[config.mk]
export PLATFORM = sky130hd
export DESIGN_NAME = timer_event_unit
export DESIGN_NICKNAME = d
export VERILOG_FILES = /design/src/rtl/tev_pkg.sv /design/src/rtl/tev_counter.sv /design/src/rtl/tev_target.sv /design/src/rtl/tev_flag.sv /design/src/rtl/timer_event_unit.sv
export SDC_FILE = /design/constraint.sdc
export NUM_CORES = 1
export LEC_CHECK = 0
export ABC_AREA = 0
export BUFFER_PORTS_ARGS = -buffer_cell sky130_fd_sc_hd__buf_2
export CAP_MARGIN = 20
export CORE_ASPECT_RATIO = 0.5
export CORE_MARGIN = 4
export CORE_UTILIZATION = 60
export CTS_CLUSTER_SIZE = 40
export DETAILED_ROUTE_END_ITERATION = 7
export HOLD_SLACK_MARGIN = 0.03
export PLACE_DENSITY = 0.95
export SLEW_MARGIN = 20
export SYNTH_ARGS = -nofsm -noshare
export SYNTH_HDL_FRONTEND = slang
export SYNTH_SLANG_ARGS = --single-unit
[constraint.sdc]
create_clock -name clk -period 5.5 [get_ports clk]
set_input_delay 0.55 -clock clk [delete_from_list [all_inputs] [get_ports clk]]
set_output_delay 0.55 -clock clk [all_outputs]
set_load 0.05 [all_outputs]
[src/rtl/tev_pkg.sv]
package tev_pkg;
  parameter int unsigned TEV_DEF_W = 32;

  typedef struct packed {
    logic poll;
    logic jtest;
  } tev_req_t;

  function automatic logic tev_consumes(tev_req_t r);
    return r.poll | r.jtest;
  endfunction
endpackage

[src/rtl/tev_counter.sv]
module tev_counter #(
  parameter int unsigned W = tev_pkg::TEV_DEF_W
) (
  input  logic         clk,
  input  logic         rst_n,
  output logic [W-1:0] cnt_q
);
  logic [W-1:0] cnt_d;

  always_comb begin
    cnt_d = cnt_q + W'(1);
  end

  always_ff @(posedge clk or negedge rst_n) begin
    if (!rst_n) cnt_q <= '0;
    else        cnt_q <= cnt_d;
  end


  cnt_step_chk: assert property (@(posedge clk) disable iff (!rst_n)
    1'b1 |=> cnt_q == $past(cnt_q) + W'(1));
endmodule

[src/rtl/tev_target.sv]
module tev_target #(
  parameter int unsigned W = tev_pkg::TEV_DEF_W
) (
  input  logic         clk,
  input  logic         rst_n,
  input  logic         add_en,
  input  logic [W-1:0] add_val,
  output logic [W-1:0] tgt_q
);
  logic [W-1:0] tgt_d;

  always_comb begin
    tgt_d = tgt_q;
    if (add_en) tgt_d = tgt_q + add_val;
  end

  always_ff @(posedge clk or negedge rst_n) begin
    if (!rst_n) tgt_q <= '0;
    else        tgt_q <= tgt_d;
  end


  tgt_add_chk: assert property (@(posedge clk) disable iff (!rst_n)
    add_en |=> tgt_q == $past(tgt_q) + $past(add_val));

  tgt_hold_chk: assert property (@(posedge clk) disable iff (!rst_n)
    !add_en |=> $stable(tgt_q));
endmodule

[src/rtl/tev_flag.sv]
module tev_flag #(
  parameter int unsigned W = tev_pkg::TEV_DEF_W
) (
  input  logic               clk,
  input  logic               rst_n,
  input  logic [W-1:0]       cnt,
  input  logic [W-1:0]       tgt,
  input  tev_pkg::tev_req_t  req,
  output logic               flag_q,
  output logic               carry_q
);
  logic hit;
  logic take;
  logic flag_d;
  logic carry_d;

  always_comb begin
    hit  = (cnt == tgt);
    take = tev_pkg::tev_consumes(req);
    // sample and clear share one clock; a fresh hit overrides the clear
    flag_d  = hit | (flag_q & ~take);
    carry_d = carry_q;
    if (take) carry_d = flag_q;
  end

  always_ff @(posedge clk or negedge rst_n) begin
    if (!rst_n) begin
      flag_q  <= 1'b0;
      carry_q <= 1'b0;
    end else begin
      flag_q  <= flag_d;
      carry_q <= carry_d;
    end
  end


  flag_set_chk: assert property (@(posedge clk) disable iff (!rst_n)
    hit |=> flag_q);

  flag_sticky_chk: assert property (@(posedge clk) disable iff (!rst_n)
    flag_q && !take |=> flag_q);

  carry_sample_chk: assert property (@(posedge clk) disable iff (!rst_n)
    take |=> carry_q == $past(flag_q));

  flag_clear_chk: assert property (@(posedge clk) disable iff (!rst_n)
    take && !hit |=> !flag_q);

  same_clk_chk: assert property (@(posedge clk) disable iff (!rst_n)
    take && hit && !flag_q |=> flag_q && !carry_q);

  carry_hold_chk: assert property (@(posedge clk) disable iff (!rst_n)
    !take |=> $stable(carry_q));
endmodule

[src/rtl/timer_event_unit.sv]
module timer_event_unit #(
  parameter int unsigned CNT_W = tev_pkg::TEV_DEF_W
) (
  input  logic             clk,
  input  logic             rst_n,
  input  logic             add_en,
  input  logic [CNT_W-1:0] add_val,
  input  logic             poll_req,
  input  logic             jtest_req,
  output logic             carry_out,
  output logic             event_flag,
  output logic [CNT_W-1:0] counter,
  output logic [CNT_W-1:0] target
);
  tev_pkg::tev_req_t req;

  always_comb begin
    req.poll  = poll_req;
    req.jtest = jtest_req;
  end

  tev_counter #(.W(CNT_W)) u_cnt (
    .clk   (clk),
    .rst_n (rst_n),
    .cnt_q (counter)
  );

  tev_target #(.W(CNT_W)) u_tgt (
    .clk     (clk),
    .rst_n   (rst_n),
    .add_en  (add_en),
    .add_val (add_val),
    .tgt_q   (target)
  );

  tev_flag #(.W(CNT_W)) u_flag (
    .clk     (clk),
    .rst_n   (rst_n),
    .cnt     (counter),
    .tgt     (target),
    .req     (req),
    .flag_q  (event_flag),
    .carry_q (carry_out)
  );


  always_comb begin
    if (!rst_n) begin
      rst_state_chk: assert (counter == '0 && target == '0 && !event_flag && !carry_out);
    end
  end
endmodule

# --- Yosys cells after proc, flatten, opt, wreduce, memory -nomap -nowiden ---
# Cells that the tools add are included.
totals:
  register_bits: 66
  input_bits: 37
  out_inout_bits: 66
  wordCells: 11
op_classes:
  addsub: 2
  n_eq_ne: 1
  n_bitwise: 4
op_table:
  columns: ["operator", "count"]
  rows:
  - ["adder 32 x 1 -> 32 bit, second input constant", 1]
  - ["adder 32 bit", 1]
  - ["== test 32 bit", 1]
  - ["bitwise OR 1 bit", 2]
  - ["bitwise AND 1 bit", 1]
  - ["NOT 1 bit", 1]

# --- Logic depth before layout (Yosys ltp) ---
depth:
  depth_word: 4
  mapped_depth: 10
  mapped_depth_nobuf: 10

# --- By module ---
# A second synthesis with hierarchy kept.
hier_totals:
  hier_cells: 480
  hier_area_um2: 4715.8
by_module_without_submodules:
  columns: ["mod", "n_inst", "cells_per_inst", "area_per_inst_um2", "seq_area_each_um2"]
  rows:
  - ["tev_target", 1, 305, 2820.2, 800.8]
  - ["tev_counter", 1, 127, 1478.9, 800.8]
  - ["tev_flag", 1, 48, 416.6, 50.0]

# --- Least setup slack after synthesis ---
# OpenSTA, ideal clock, no wires.
synth_timing:
  path_type: "register to register"
  from: "reg u_tgt.tgt_q[0]"
  to: "reg u_tgt.tgt_q[26]"
  setup_ps: 131
  arrival_time_ps: 2744
  required_ps: 5369
  slack_ps: 2625
  stages_incl_launch_ff: 11
  path_buffers: 0
  synth_period_minus_slack_ps: 2875
  path_cell_list: "dfrtp_1 -> ha_1 -> fa_1 -> a21oi_1 -> o21ai_0 -> a211oi_1 -> nor2b_2 -> a31oi_4 -> o21a_1 -> nor3_1 -> or3_1"
synth_between:
  elab_chain_len: 1
synth_lines:
  columns: ["item", "line_no", "rtl"]
  rows:
  - ["from (decl)", "tev_target.sv:8", "output logic [W-1:0] tgt_q"]
  - ["from (signal assigned)", "tev_target.sv:19", "else tgt_q <= tgt_d;"]
  - ["adder 32 bit", "tev_target.sv:14", "if (add_en) tgt_d = tgt_q + add_val;"]
# Every way passes these cells.
# A chain may end at the register's enable or synchronous reset.

# --- Worst setup path in the final report ---
# Ends and elaborated chain as after synthesis.

==> summary.txt <==
STATUS
--------------------------------------------------------------------------------------
Run status                                                                   completed

PWR
--------------------------------------------------------------------------------------
Logic pwr share                                                                  61.0%
Psw                                                                          0.00178 W
Part of the total power dissipated in sequential elements                        23.7%
Sw Ratio                                                                         52.0%
Internal power of the cells                                                  0.00164 W
Power density relative to cell area                                         613 nW/µm²
Proportion of power drawn by the clock network                                   15.3%
IR drop worst, VDD                                                          0.000374 V
LEAKAGE                                                                        2.78 nW

GLOBAL ROUTE
--------------------------------------------------------------------------------------
Number of antenna violations at the first check in global routing                    0
Global routing usage on met3                                                     6.53%
Most used routing layer                                                           met2
Total congestion overflow after global routing                                       0
Overall global routing resource usage                                            28.7%
Grt met2 use                                                                     46.5%
Met1 Track Usage GR                                                              37.8%
First-pass GRT wire length                                                   21,300 µm
Vias in the first global route                                                   4,175
Pin count of the biggest net entering global routing                                67

TIMING
--------------------------------------------------------------------------------------
Final-layout setup total negative slack                                           0 ps
Clk_skew                                                                       5.21 ps
Setup repair after global routing missed its margin                              false
Number of setup violations in the final report                                       0
Smallest hold slack                                                             390 ps
Fmax                                                                           327 MHz
Final critical-path share of the clock period                                    55.7%
Headroom to the max-slew limit                                                   40.4%
Number of hold-slack violations in the final timing report                           0
Transition time of the tightest slew-check pin                                  894 ps
Minimum clock period after layout                                              3060 ps
Slew Viols, Final                                                                    0

WORST SETUP PATH
--------------------------------------------------------------------------------------
Worst endpoint required time                                                   5710 ps
R2R setup slack                                                                2440 ps
Destination of the critical timing path                                   u_tgt.tgt_q[26]$_DFFE_PN0P_
Category of the worst setup path capture point                               flip-flop
Critical path peak fanout                                                            5
Critical register-to-register path startpoint                             u_tgt.tgt_q[0]$_DFFE_PN0P_
Capture instance of the worst register-to-register path                   u_tgt.tgt_q[26]$_DFFE_PN0P_
Critical setup path kind                                                  flip-flop to flip-flop
Signal arrival time at the worst endpoint                                      3270 ps
Number of cell instances on the worst register-to-register path                     10
Worst setup startpoint                                                    u_tgt.tgt_q[0]$_DFFE_PN0P_
CP Launch Type                                                               flip-flop

FINAL LAYOUT
--------------------------------------------------------------------------------------
Fraction of the core area covered by cells at the end of the flow                74.8%
Fraction of final layout cells sized beyond drive strength 1                     25.4%
Diode count                                                                          0
Finished layout cell area                                                     5580 µm²
Net count, final                                                                   667
Layout area overhead                                                             19.0%

SYNTHESIS
--------------------------------------------------------------------------------------
Xor-xnor portion of the synthesized cell area                                    16.1%
Synthesized cell area                                                         4690 µm²
Post-synthesis mux area share                                                    5.49%
Avg Inst Size Synth                                                           9.54 µm²
Main combinational cell family by area after synthesis                    compound AO/OA/AOI/OAI gates
Adder-Cell Fraction of Synth Area                                                8.96%
Number of storage elements in the synthesis netlist                                 66
Seq/Total Area, Yosys                                                            35.2%
Main flop type after synthesis                                            sky130_fd_sc_hd__dfrtp_1
Cells after Synth                                                                  492
Warning count from the yosys run                                                     0
Area fraction in and, or, nand and nor cells after synthesis                     15.2%
Share of async-settable or async-resettable flops after synthesis                 100%
Compound-Gate Fraction of Synth Area                                             17.3%
Number of synthesized flops with an enable pin                                       0
Number of distinct standard cells referenced by the synthesized netlist             55
Synthesized net count                                                              562

CLOCK TREE
--------------------------------------------------------------------------------------
Total number of clock tree sinks                                                    66
CTS-repair resized insts                                                             0
CTS Hold Bufs                                                                        0
Post-CTS setup repair buffer count                                                   0
Worst skew pair latency                                                         340 ps
Clock buffer count from CTS                                                          9
Clock Root Buffer                                                         sky130_fd_sc_hd__clkbuf_16
H-tree lvl count                                                                     3
CTS tree                                                                           yes
Max Buffers Root-to-Sink                                                             2
Clock Pin Slew Worst Setup and Hold Paths                                        60 ps

ROUTE
--------------------------------------------------------------------------------------
Routed WL                                                                    13,400 µm
Initial DRC Count                                                                  417
Vias per std cell                                                                 6.21
First-pass DRT Iterations                                                            5
Vias after detailed routing                                                      4,406
Number of nets with antenna violations after detailed routing                        0
Remaining design rule violation count                                                0
Routed length per placed instance                                              18.9 µm

DIE
--------------------------------------------------------------------------------------
Vertical extent of the die                                                     70.5 µm
Io pins                                                                            103
Initial Utilization                                                              62.9%
FP Rows                                                                             22
Core Box Area                                                                 7460 µm²
Die extent in x                                                                 133 µm
Floorplan die area                                                            9380 µm²

PLACED DESIGN
--------------------------------------------------------------------------------------
Port buffer count                                                                  102
Post-DP HPWL                                                                   9950 µm
RD Place Congestion                                                              0.997
Placed instance area                                                          5310 µm²

MIN PATH
--------------------------------------------------------------------------------------
Worst Hold Class                                                          primary input to asynchronous set/reset pin

RUN
--------------------------------------------------------------------------------------
Max-cap check violation count                                                        0

[registers in the layout (all words and copies together), names as in the netlist]
name            count
u_cnt.cnt_q        32
u_flag.carry_q      1
u_tgt.tgt_q        32
u_flag.flag_q       1
[placed cells by master, fill, tap and decap left out, types with 2 or more instances in the layout]
cell type,n
sky130_fd_sc_hd__inv_1,13
sky130_fd_sc_hd__a211oi_1,5
sky130_fd_sc_hd__o31ai_1,2
sky130_fd_sc_hd__clkbuf_16,9
sky130_fd_sc_hd__nand3b_1,2
sky130_fd_sc_hd__clkinv_2,3
sky130_fd_sc_hd__nor2_1,29
sky130_fd_sc_hd__a31oi_1,4
sky130_fd_sc_hd__buf_2,102
sky130_fd_sc_hd__a211oi_2,2
sky130_fd_sc_hd__nand4_1,7
sky130_fd_sc_hd__o21ai_0,17
sky130_fd_sc_hd__ha_1,32
sky130_fd_sc_hd__o21bai_1,4
sky130_fd_sc_hd__xor2_1,54
sky130_fd_sc_hd__o2111a_1,2
sky130_fd_sc_hd__and3_1,8
sky130_fd_sc_hd__mux2_2,22
sky130_fd_sc_hd__o2111ai_1,2
sky130_fd_sc_hd__nor3_1,10
sky130_fd_sc_hd__dfrtp_1,66
sky130_fd_sc_hd__xnor2_1,32
sky130_fd_sc_hd__nand2b_1,2
sky130_fd_sc_hd__a21oi_1,36
sky130_fd_sc_hd__nor4_1,8
sky130_fd_sc_hd__nor2b_1,3
sky130_fd_sc_hd__and2_1,5
sky130_fd_sc_hd__a21o_1,17
sky130_fd_sc_hd__clkinvlp_4,3
sky130_fd_sc_hd__o221ai_1,2
sky130_fd_sc_hd__nand3_1,14
sky130_fd_sc_hd__nand2_1,53
sky130_fd_sc_hd__o211ai_1,2
sky130_fd_sc_hd__or3_1,5
[cell usage after synthesis (2+ instances only)]
cell	count	area (µm²)
sky130_fd_sc_hd__nand2b_1	2	12.5
sky130_fd_sc_hd__mux2_2	22	248
sky130_fd_sc_hd__a211oi_1	5	37.5
sky130_fd_sc_hd__and2_1	5	31.3
sky130_fd_sc_hd__inv_1	13	48.8
sky130_fd_sc_hd__a31oi_1	4	25.0
sky130_fd_sc_hd__o21bai_1	4	30.0
sky130_fd_sc_hd__nand3b_1	2	15.0
sky130_fd_sc_hd__nand2_1	53	199
sky130_fd_sc_hd__a21o_1	17	128
sky130_fd_sc_hd__nor4_1	8	50.1
sky130_fd_sc_hd__and3_1	8	50.1
sky130_fd_sc_hd__or3_1	5	31.3
sky130_fd_sc_hd__nor3_1	10	50.1
sky130_fd_sc_hd__buf_1	2	7.51
sky130_fd_sc_hd__a21oi_1	36	180
sky130_fd_sc_hd__xnor2_1	32	280
sky130_fd_sc_hd__o211ai_1	2	15.0
sky130_fd_sc_hd__o21ai_0	17	85.1
sky130_fd_sc_hd__o2111a_1	2	22.5
sky130_fd_sc_hd__clkbuf_1	7	26.3
sky130_fd_sc_hd__nor2b_1	3	18.8
sky130_fd_sc_hd__nor2_1	29	109
sky130_fd_sc_hd__nand4_1	7	43.8
sky130_fd_sc_hd__dfrtp_1	66	1650
sky130_fd_sc_hd__nand3_1	14	70.1
sky130_fd_sc_hd__ha_1	32	400
sky130_fd_sc_hd__o221ai_1	2	17.5
sky130_fd_sc_hd__a211oi_2	2	25.0
sky130_fd_sc_hd__xor2_1	54	473
sky130_fd_sc_hd__o31ai_1	2	15.0
sky130_fd_sc_hd__o2111ai_1	2	17.5
[how the worst min path moves through the flow]
| stage | from | end | depth (start not counted) |
|---|---|---|---|
| final | rst_n | u_cnt.cnt_q[2]$_DFF_PN0_ | 2 |
| after global routing | rst_n | u_tgt.tgt_q[0]$_DFFE_PN0P_ | 2 |
| after CTS | rst_n | u_tgt.tgt_q[0]$_DFFE_PN0P_ | 2 |
| after detailed placement | u_tgt.tgt_q[31]$_DFFE_PN0P_ | u_tgt.tgt_q[31]$_DFFE_PN0P_ | 1 |
| after global placement | u_flag.carry_q$_DFFE_PN0P_ | u_flag.carry_q$_DFFE_PN0P_ | 1 |
| after floorplan | rst_n | u_cnt.cnt_q[0]$_DFF_PN0_ | 0 |
[logic make-up after synthesis]
family | after synthesis
compound gates | 112
xor+xnor | 86
fa+ha+maj | 33
buf+inv | 22
flops | 66
mux | 23
simple gates | 150
[metal layers]
metal	vias up	routed length (µm)	share of wire, %
li1	1985	-	-
met1	2085	5610	42
met2	271	6110	46
met3	65	1180	8.8
met4	0	492	3.7
met5	-	0	0
[worst max-delay path, cell delays in order, from the launching register on]
cell and delay, ps:
sky130_fd_sc_hd__dfrtp_1 420, sky130_fd_sc_hd__ha_1 250, sky130_fd_sc_hd__fa_1 410, sky130_fd_sc_hd__a21oi_1 210
sky130_fd_sc_hd__o21ai_0 160, sky130_fd_sc_hd__a211oi_1 390, sky130_fd_sc_hd__nor2b_2 170, sky130_fd_sc_hd__a31oi_4 280
sky130_fd_sc_hd__o21a_1 210, sky130_fd_sc_hd__nor3_1 70, sky130_fd_sc_hd__or3_1 360
[power groups by stage]
stage / clock (W) / sequential, W / combinational (W)
finish: 0.000525 / 0.000810 / 0.00209
global placement: 0 / 0.000800 / 0.00195
global route: 0.000550 / 0.000827 / 0.00223
detailed placement: 0 / 0.000810 / 0.00202
floorplan: 0 / 0.00117 / 0.00117
CTS: 0.000527 / 0.000804 / 0.00205
[final cells by class]
type / count / area [µm²]
Multi-Input combinational cell: 404 / 2960
Fill cell: 516 / 1880
Sequential cell: 66 / 1650
Timing Repair Buffer: 103 / 518
Clock buffer: 9 / 225
Tap cell: 108 / 135
Inverter: 13 / 48.8
Clock inverter: 7 / 46.3
[stage by stage]
stage	cells	total power [W]	setup WS, ps
after floorplan	492	0.00234	2620
after global placement	694	0.00275	2420
after detailed placement	694	0.00283	2290
after CTS	710	0.00338	2510
after global routing	710	0.00360	2350
final	710	0.00342	2440
Power figures use the tool's default switching activity.
